### src/rtl/blkmove_pkg.sv
package blkmove_pkg;
  typedef enum logic [1:0] {ST_IDLE, ST_RD, ST_WR} st_e;

  typedef enum logic [2:0] {
    SEL_COUNT = 3'd0,
    SEL_CTRL  = 3'd1,
    SEL_SRC   = 3'd2,
    SEL_DST   = 3'd3,
    SEL_SIZE  = 3'd4,
    SEL_CLR   = 3'd5
  } sel_e;

  localparam logic [2:0] MODE_BLOCK = 3'b001;

  typedef struct packed {
    logic [2:0] mode;
    logic       bw;
    logic       src_keep;
    logic       dst_keep;
    logic       src_inc;
    logic       dst_inc;
  } ctrl_t;
endpackage

### src/rtl/blkmove_check.sv
module blkmove_check
  import blkmove_pkg::*;
#(
  parameter int SZW     = 6,
  parameter int MAX_BLK = 32
) (
  input  ctrl_t          ctrl,
  input  logic [SZW-1:0] size,
  input  logic           src_lsb,
  input  logic           dst_lsb,
  output logic           ok
);
  localparam logic [SZW-1:0] SIZE_MAX = SZW'(MAX_BLK);

  logic mode_ok, size_ok, align_ok;

  always_comb begin
    mode_ok  = (ctrl.mode == MODE_BLOCK);
    size_ok  = (size != '0) && (size <= SIZE_MAX);
    align_ok = ctrl.bw || (!src_lsb && !dst_lsb);
    ok       = mode_ok && size_ok && align_ok;
  end
endmodule

### src/rtl/blkmove_ptr.sv
module blkmove_ptr #(
  parameter int AW = 16
) (
  input  logic          clk,
  input  logic          rst_n,
  input  logic          ld,
  input  logic [AW-1:0] ld_val,
  input  logic          snap,
  input  logic          adv,
  input  logic [1:0]    step,
  input  logic          restore,
  output logic [AW-1:0] ptr
);
  logic [AW-1:0] ptr_q, ptr_n, start_q, start_n;

  always_comb begin
    ptr_n   = ptr_q;
    start_n = start_q;
    if (ld)           ptr_n = ld_val;
    else if (restore) ptr_n = start_q;
    else if (adv)     ptr_n = ptr_q + AW'(step);
    if (snap)         start_n = ptr_q;
  end

  always_ff @(posedge clk or negedge rst_n) begin
    if (!rst_n) begin
      ptr_q   <= '0;
      start_q <= '0;
    end else begin
      ptr_q   <= ptr_n;
      start_q <= start_n;
    end
  end

  assign ptr = ptr_q;

  // a non-retained pointer comes back to its start value
  a_r6_restore_start: assert property (@(posedge clk) disable iff (!rst_n)
    (restore && !ld) |=> (ptr_q == $past(start_q)));
endmodule

### src/rtl/blkmove_xfer.sv
module blkmove_xfer
  import blkmove_pkg::*;
#(
  parameter int AW   = 16,
  parameter int CNTW = 8,
  parameter int SZW  = 6
) (
  input  logic          clk,
  input  logic          rst_n,
  input  logic          cfg_we,
  input  logic [2:0]    cfg_sel,
  input  logic [AW-1:0] cfg_wdata,
  input  logic          trig,
  input  logic          setup_ok,
  input  logic [AW-1:0] src_ptr,
  input  logic [AW-1:0] dst_ptr,
  input  logic [7:0]    mem_rdata,
  output ctrl_t         ctrl,
  output logic [SZW-1:0] size,
  output logic [AW-1:0] mem_addr,
  output logic          mem_re,
  output logic          mem_we,
  output logic [7:0]    mem_wdata,
  output logic          busy,
  output logic          irq,
  output logic          err,
  output logic          snap,
  output logic          unit_done,
  output logic          blk_end,
  output logic [1:0]    step,
  output logic          wr_ok
);
  st_e            st_q, st_n;
  logic           hi_q, hi_n;
  logic [SZW-1:0] left_q, left_n, size_q, size_n;
  logic [CNTW-1:0] cnt_q, cnt_n;
  ctrl_t          ctrl_q, ctrl_n;
  logic           irq_q, irq_n, err_q, err_n, pend_q, pend_n;
  logic           idle, clr, go_req, start, reject, last_byte;

  always_comb begin
    idle      = (st_q == ST_IDLE);
    wr_ok     = cfg_we && idle;
    clr       = cfg_we && (cfg_sel == SEL_CLR);
    go_req    = idle && (trig || pend_q) && (cnt_q != '0);
    start     = go_req && setup_ok;
    reject    = go_req && !setup_ok;
    last_byte = ctrl_q.bw || hi_q;
    unit_done = (st_q == ST_WR) && last_byte;
    blk_end   = unit_done && (left_q == SZW'(1));
    step      = ctrl_q.bw ? 2'd1 : 2'd2;
    snap      = start;
    mem_re    = (st_q == ST_RD);
    mem_we    = (st_q == ST_WR);
    mem_addr  = (mem_re ? src_ptr : dst_ptr) + AW'(hi_q);
    mem_wdata = mem_rdata;
    busy      = !idle;
  end

  always_comb begin
    st_n   = st_q;
    hi_n   = hi_q;
    left_n = left_q;
    unique case (st_q)
      ST_IDLE: if (start) begin
        st_n   = ST_RD;
        hi_n   = 1'b0;
        left_n = size_q;
      end
      ST_RD: st_n = ST_WR;
      ST_WR: begin
        if (!last_byte) begin
          hi_n = 1'b1;
          st_n = ST_RD;
        end else begin
          hi_n   = 1'b0;
          left_n = left_q - SZW'(1);
          st_n   = (left_q == SZW'(1)) ? ST_IDLE : ST_RD;
        end
      end
      default: st_n = ST_IDLE;
    endcase
  end

  always_comb begin
    pend_n = pend_q;
    if (busy && trig) pend_n = 1'b1;
    else if (idle)    pend_n = 1'b0;

    cnt_n = cnt_q;
    if (wr_ok && cfg_sel == SEL_COUNT) cnt_n = cfg_wdata[CNTW-1:0];
    else if (blk_end)                  cnt_n = cnt_q - CNTW'(1);

    ctrl_n = (wr_ok && cfg_sel == SEL_CTRL) ? ctrl_t'(cfg_wdata[7:0]) : ctrl_q;
    size_n = (wr_ok && cfg_sel == SEL_SIZE) ? cfg_wdata[SZW-1:0] : size_q;

    irq_n = irq_q;
    if (blk_end && cnt_q == CNTW'(1)) irq_n = 1'b1;
    else if (clr && cfg_wdata[0])     irq_n = 1'b0;

    err_n = err_q;
    if (reject)                   err_n = 1'b1;
    else if (clr && cfg_wdata[1]) err_n = 1'b0;
  end

  always_ff @(posedge clk or negedge rst_n) begin
    if (!rst_n) begin
      st_q   <= ST_IDLE;
      hi_q   <= 1'b0;
      left_q <= '0;
      size_q <= '0;
      cnt_q  <= '0;
      ctrl_q <= '0;
      irq_q  <= 1'b0;
      err_q  <= 1'b0;
      pend_q <= 1'b0;
    end else begin
      st_q   <= st_n;
      hi_q   <= hi_n;
      left_q <= left_n;
      size_q <= size_n;
      cnt_q  <= cnt_n;
      ctrl_q <= ctrl_n;
      irq_q  <= irq_n;
      err_q  <= err_n;
      pend_q <= pend_n;
    end
  end

  assign ctrl = ctrl_q;
  assign size = size_q;
  assign irq  = irq_q;
  assign err  = err_q;

  // never read and write in one cycle; every write follows a read
  a_r4_rw_excl: assert property (@(posedge clk) disable iff (!rst_n)
    !(mem_re && mem_we));
  a_r4_wr_after_rd: assert property (@(posedge clk) disable iff (!rst_n)
    mem_we |-> $past(mem_re));
  // a block never starts from a zero count
  a_r9_no_start_zero: assert property (@(posedge clk) disable iff (!rst_n)
    $rose(busy) |-> ($past(cnt_q) != '0));
  // a rejected trigger leaves the engine idle
  a_r8_err_idle: assert property (@(posedge clk) disable iff (!rst_n)
    $rose(err) |-> !busy);
  // the interrupt rises only when the count has run out
  a_r7_irq_at_zero: assert property (@(posedge clk) disable iff (!rst_n)
    $rose(irq) |-> (cnt_q == '0));
endmodule

### src/rtl/blkmove_engine.sv
module blkmove_engine
  import blkmove_pkg::*;
#(
  parameter int AW      = 16,
  parameter int CNTW    = 8,
  parameter int MAX_BLK = 32
) (
  input  logic          clk,
  input  logic          rst_n,
  input  logic          cfg_we,
  input  logic [2:0]    cfg_sel,
  input  logic [AW-1:0] cfg_wdata,
  input  logic          trig,
  input  logic [7:0]    mem_rdata,
  output logic [AW-1:0] mem_addr,
  output logic          mem_re,
  output logic          mem_we,
  output logic [7:0]    mem_wdata,
  output logic          busy,
  output logic          done_irq,
  output logic          setup_err
);
  localparam int SZW  = $clog2(MAX_BLK) + 1;
  localparam int NPTR = 2;

  logic [1:0] rst_sync_q;
  logic       rst_n_i;

  always_ff @(posedge clk or negedge rst_n) begin
    if (!rst_n) rst_sync_q <= 2'b00;
    else        rst_sync_q <= {rst_sync_q[0], 1'b1};
  end
  assign rst_n_i = rst_sync_q[1];

  ctrl_t          ctrl;
  logic [SZW-1:0] size;
  logic           setup_ok, snap, unit_done, blk_end, wr_ok;
  logic [1:0]     step;
  logic [AW-1:0]  ptr [NPTR];

  blkmove_check #(.SZW(SZW), .MAX_BLK(MAX_BLK)) u_chk (
    .ctrl(ctrl), .size(size), .src_lsb(ptr[0][0]), .dst_lsb(ptr[1][0]),
    .ok(setup_ok)
  );

  blkmove_xfer #(.AW(AW), .CNTW(CNTW), .SZW(SZW)) u_xfer (
    .clk(clk), .rst_n(rst_n_i), .cfg_we(cfg_we), .cfg_sel(cfg_sel),
    .cfg_wdata(cfg_wdata), .trig(trig), .setup_ok(setup_ok),
    .src_ptr(ptr[0]), .dst_ptr(ptr[1]), .mem_rdata(mem_rdata),
    .ctrl(ctrl), .size(size), .mem_addr(mem_addr), .mem_re(mem_re),
    .mem_we(mem_we), .mem_wdata(mem_wdata), .busy(busy), .irq(done_irq),
    .err(setup_err), .snap(snap), .unit_done(unit_done), .blk_end(blk_end),
    .step(step), .wr_ok(wr_ok)
  );

  for (genvar gi = 0; gi < NPTR; gi++) begin : g_ptr
    localparam sel_e MY_SEL = (gi == 0) ? SEL_SRC : SEL_DST;
    logic inc_bit, keep_bit;
    assign inc_bit  = (gi == 0) ? ctrl.src_inc  : ctrl.dst_inc;
    assign keep_bit = (gi == 0) ? ctrl.src_keep : ctrl.dst_keep;

    blkmove_ptr #(.AW(AW)) u_ptr (
      .clk(clk), .rst_n(rst_n_i),
      .ld(wr_ok && cfg_sel == MY_SEL), .ld_val(cfg_wdata),
      .snap(snap), .adv(unit_done && inc_bit), .step(step),
      .restore(blk_end && !keep_bit), .ptr(ptr[gi])
    );
  end
endmodule

### config.mk
export PLATFORM = sky130hd
export DESIGN_NAME = blkmove_engine
export DESIGN_NICKNAME = d
export VERILOG_FILES = /design/src/rtl/blkmove_pkg.sv /design/src/rtl/blkmove_check.sv /design/src/rtl/blkmove_ptr.sv /design/src/rtl/blkmove_xfer.sv /design/src/rtl/blkmove_engine.sv
export SDC_FILE = /design/constraint.sdc
export NUM_CORES = 1
export LEC_CHECK = 0
export CORE_ASPECT_RATIO = 1.25
export CORE_MARGIN = 2
export CORE_UTILIZATION = 35
export DETAILED_ROUTE_END_ITERATION = 12
export DONT_BUFFER_PORTS = 1
export PLACE_DENSITY = 0.55
export REMOVE_ABC_BUFFERS = 1
export SETUP_SLACK_MARGIN = 0.4
export SYNTH_ARGS = -nofsm -noshare
export SYNTH_HDL_FRONTEND = slang
export SYNTH_SLANG_ARGS = --single-unit
### constraint.sdc
create_clock -name clk -period 3.4 [get_ports clk]
set_clock_uncertainty 0.1 [all_clocks]
set_input_delay 0.17 -clock clk [delete_from_list [all_inputs] [get_ports clk]]
set_output_delay 0.17 -clock clk [all_outputs]
set_load 0.005 [all_outputs]
Word level (Yosys, flattened, before mapping)
Cells that the tools add are included.

Latch bits: 0. Bits in read-only memories: 0. Memories: 0. Input port bits: 31. Bits in registers: 100. Logic and storage cells: 110. Bits in writable memories: 0.

Muxes and demuxes: 26. Order comparisons: 1. Reductions and logical operators: 47. Multipliers: 0. Equal/unequal tests: 12. Div/mod/pow operators: 0. Shift operators: 0. Bitwise logic cells: 0. Add/subtract/negate cells: 5.

Operators with widths (number): 16-bit two-way mux (7); 16-bit by 2-bit adder with 16-bit output (2); 1-bit logical AND (25); 16-bit by 1-bit adder with 16-bit output (1); 8-bit two-way mux (2); 6-bit two-way mux (2); 6-bit case mux with 2 select lines (1); 2-bit nonzero test (5); 1-bit two-way mux (9); 8-bit by 1-bit == test with 1-bit output (second input constant) (1); 8-bit nonzero test (1); 8-bit by 1-bit subtractor with 8-bit output (second input constant) (1); 3-bit by 1-bit == test with 1-bit output (second input constant) (2); 3-bit by 2-bit == test with 1-bit output (second input constant) (2); 3-bit == test (second input constant) (2); 6-bit by 1-bit == test with 1-bit output (second input constant) (1); 6-bit less-or-equal comparator (second input constant) (1); 1-bit logical NOT (6); 2-bit two-way mux (3); 2-bit case mux with 3 select lines (1); 3-bit nonzero test (2); 6-bit nonzero test (1); 6-bit by 1-bit subtractor with 6-bit output (second input constant) (1); 2-bit by 1-bit inequality test with 1-bit output (second input constant) (2); 8 further kinds (10).

Depth between registers and ports, before layout
Word-level depth: 7. Gate-level depth with buffers: 12. Mapped depth without buffers: 11.

Modules after synthesis
A second synthesis with hierarchy kept.

Cells, all modules: 636. Area total of the unflattened synthesis: 6149.6 µm².

By module, submodules not included: blkmove_xfer (cells each 264, instances 1, area an instance 2392.3 µm², sequential area each 850.8 µm²); blkmove_ptr at g_ptr[1].u_ptr (cells each 185, instances 1, area an instance 1823.0 µm², sequential area each 800.8 µm²); blkmove_ptr at g_ptr[0].u_ptr (cells each 171, instances 1, area an instance 1785.5 µm², sequential area each 800.8 µm²); blkmove_engine (cells each 9, instances 1, area an instance 102.6 µm², sequential area each 50.0 µm²); blkmove_check (cells each 7, instances 1, area an instance 46.3 µm², sequential area each 0.0 µm²).

Worst setup path after synthesis
Ideal clock, no wire load.

Kind: register -> output. From: register u_xfer.st_q[1]. To: output port mem_addr[12]. Arrival: 2521 ps. Slack: 609 ps. Path buffers: 1. Data required time: 3130 ps. Cell stages (with the launch flop): 13. Cells stage by stage: dfrtp_1 > nand2b_1 > inv_2 > buf_1 > nand2_1 > nand2_1 > ha_1 > ha_1 > nand2_1 > o22ai_1 > nand3_1 > xor2_1 > mux2i_1.

Longest elaborated chain between the ends: 3.

RTL lines: start, declared (line blkmove_xfer.sv:33) `st_e st_q, st_n;`; start signal, assigned (line blkmove_xfer.sv:118) `st_q <= st_n;`; 2-bit by 1-bit == test with 1-bit output (line blkmove_xfer.sv:53) `mem_re = (st_q == ST_RD);`; via mem_re (line blkmove_engine.sv:16) `output logic mem_re,`; 16-bit two-way mux (line blkmove_xfer.sv:55) `mem_addr = (mem_re ? src_ptr : dst_ptr) + AW'(hi_q);`; 16-bit by 1-bit adder with 16-bit output (line blkmove_xfer.sv:55); end, declared (line blkmove_engine.sv:15) `output logic [AW-1:0] mem_addr,`.

The timed path passes the listed nets, and every way through them passes these cells.

Worst setup path after layout
From: register u_xfer.st_q[1]. To: output port mem_addr[6].

Longest elaborated chain between the ends: 3.

RTL lines (line): 2-bit by 1-bit == test with 1-bit output (blkmove_xfer.sv:53); 16-bit two-way mux (blkmove_xfer.sv:55); 16-bit by 1-bit adder with 16-bit output (blkmove_xfer.sv:55).

No other way between the ends.

==> impl_results.md <==
- Status: complete, no violations
- Fin Setup TNS: 0 ps
- Startpoint class of the critical path: flip-flop
- Async set-reset flop share out of synthesis: between 90% and 100%
- DRT Wirelength: 17200 um
- EDFF count, synth: 0
- CTS tree: yes
- Clock buffers created by TritonCTS: 9
- Critical-path cell list: nand2b_1, inv_2, buf_8, mux2_2, ha_2, nand2_1, o22ai_4, nand2_1, xor2_1, mux2i_1
- Rel. slew slack: 44.3%
- WL/cell: ~20 um
- DR iter-0 viols: ~400
- Fill count: 1676
- H-tree depth: 3
- Die height: between 100 and 150 um
- Worst-Skew Late Latency: approximately 360 ps
- Vias/cell: approximately 5.7
- Least-Margin Pin Slew: 836 ps
- Die Area: roughly 18000 um^2
- Slowest cell on crit path: dfrtp_1
- DP Area: approximately 6100 um^2
- Fin. Hold Viols: 0
- Initial Util: a little over a third
- Initial antenna violation count: 4
- Final min period: 2830 ps
- Clock Sinks: 100
- Placer Congestion: 0.885
- Worst-path clk slew: about 70 ps
- Pwr/cell area: about 810 nW/um^2
- Row cnt: 53
- Crit path kind: reg2out
- Vias after detailed routing: around 5000
- Synth Cell Area: around 5900 um^2
- PortBufs: 0
- Max Slew Vio Count: 0
- Min-delay worst type: in2reg
- CP Capture Type: output port
- Unrepaired setup endpoints after global routing: true
- Dpl cells: a little over 800
- Lkg Pwr: roughly 2.8 nW
- I/O pin count: 60
- Synth warn: 0
- DRC violations left: 0
- NumNets Final: ~670
- Fin area: 6700 um^2
- Slowest stage delay, CP: ~430 ps
- Avg Synthesized Cell Area: 9.64 um^2
- First-pass DRT Iterations: 7
- CTS Buffer Depth: 2
- Synthesis-to-finish area growth: 13.2%
- Largest net degree at the start of global routing: between 60 and 70
- Commonest non-fill, non-tap cell in the layout: dfrtp_1
- Tcrit/Tclk final: between 80 and 90%
- Clk root buf: clkbuf_16
- Crit-path max FO: 17
- Max Fclk: ~350 MHz
- Worst EP arrival: ~2600 ps
- Commonest cells after routing, fill and taps aside: dfrtp_1 (99), nand2_1 (76), mux2_2 (46), nor2_1 (46), o21ai_0 (35)
- Final HPWL DP: around 12000 um
- Syn Inst Count: around 600
- Gr ovfl total: 0
- Final total power: between 5 and 6 mW
- Max-cap violations: 0
- Most frequent CP cell: nand2_1
- Die width: ~120 um
- FF+latch count, synth: 100
- Req. time, crit path: about 3100 ps
- Vias in the first global route: about 4800
- Crit path buffers/inverters: 2
- Core area: about 17000 um^2
- Layout cells sized above 1: around 16%
- Seq/Total Area, Yosys: 42.3%
- First-pass GRT wire length: about 27000 um
- Antenna-violating nets left: 0
- Synth cell types: 68
- Non-Filler Instances: about 850
- CP delay by family, top: simple AND/OR/NAND/NOR gates
- Synth Flop Type: dfrtp_1
- Global-route usage over all layers: between 10% and 20%
- Post-CTS Setup Repair Bufs: 0
- Setup violators final: 0
- Max VDD drop: roughly 0.39 mV
per-layer routing:
metal  track usage, %  share of wire, %
met2             31.1                46
met4             9.24               3.3
met1             25.7                44
met3             4.85               6.7
met5                0                 0
power breakdown:
part / switching [mW] / internal (mW)
logic: 1.11 / 0.918
clock network: 0.479 / 0.576
registers: 0.638 / 1.67
through the flow:
step | hold slack [ps] | setup WS (ps) | utilization [%]
floorplan | -226 | 307 | -
global placement | -225 | 636 | 36.5
global route | 75.9 | 382 | 40.1
finish | 64.9 | 574 | 40.1
detailed placement | -225 | 604 | 36.5
CTS | 55.0 | 430 | 39.9
area by class of cell:
class                      instances  area (um^2)  share of cell area [%]
sequential                       100         2510                    37.4
clock inverter                     7         73.8                    1.10
timing repair buffer              37          360                    5.38
inverter                          13         52.6                   0.784
antenna                            4         10.0                   0.149
clock buffer                       9          225                    3.36
tap                              220          275                    4.11
multi-input combinational        462         3200                    47.7
kinds of logic after synthesis:
logic type / synth area share, %
fa+ha+maj: 3.00
xor+xnor: 4.74
mux: 11.5
simple gates: 20.7
flops: 42.3
compound gates: 13.6
buf+inv: 4.14
other cells: 0.0634
cell usage after synthesis, drive strengths merged, types with 14 or more instances:
cell    count  area share [%]
mux2       47             9.0
xor2       16             2.4
nor3       14             1.4
xnor2      16             2.4
nor2       48             3.3
clkbuf     18             1.1
mux2i      15             2.5
dfrtp     100              42
a21oi      22             1.9
buf        21             2.2
nand3      34             2.9
o21ai      38             3.3
nand2      76             4.8
sequential cells by signal (all words and copies together) (netlist names):
register / count
g_ptr.u_ptr.start_q: 32
u_xfer.left_q: 6
u_xfer.err: 1
u_xfer.ctrl: 8
u_xfer.cnt_q: 8
u_xfer.irq: 1
u_xfer.st_q: 2
rst_sync_q: 2
u_xfer.pend_q: 1
u_xfer.size: 6
u_xfer.hi_q: 1
g_ptr.u_ptr.ptr: 32
repair_timing:
item | in CTS | in global routing
pin swaps | 0 | 0
gates resized for setup | 2 | 6
hold endpoints to repair | 59 | 0
hold buffers | 25 | 0
endpoints found under the setup margin | 5 | 14
final timing paths:
check                          startpoint                          to  slack [ps]  cells after the start
setup / recovery           u_xfer.st_q[1]                 mem_addr[6]         570                     10
min in group asynchronous   rst_sync_q[1]       g_ptr[0].u_ptr.ptr[0]         350                      0
max in group asynchronous   rst_sync_q[1]  g_ptr[1].u_ptr.start_q[13]        2060                      1
hold / removal                 cfg_sel[1]       g_ptr[1].u_ptr.ptr[4]          60                      2
setup reg to reg           u_xfer.st_q[0]      g_ptr[1].u_ptr.ptr[14]         620                      7
hold reg to reg             rst_sync_q[0]               rst_sync_q[1]         250                      0
worst reg2reg max path, stage by stage, from the launching register on:
cell        delay [ps]
dfrtp_1            420
nand2b_1           480
clkinvlp_4         440
and3_1             440
nor2_1             360
nor2_1             130
o31ai_1            200
o21ai_0            110
No activity file was read; power rests on OpenSTA's default activity.
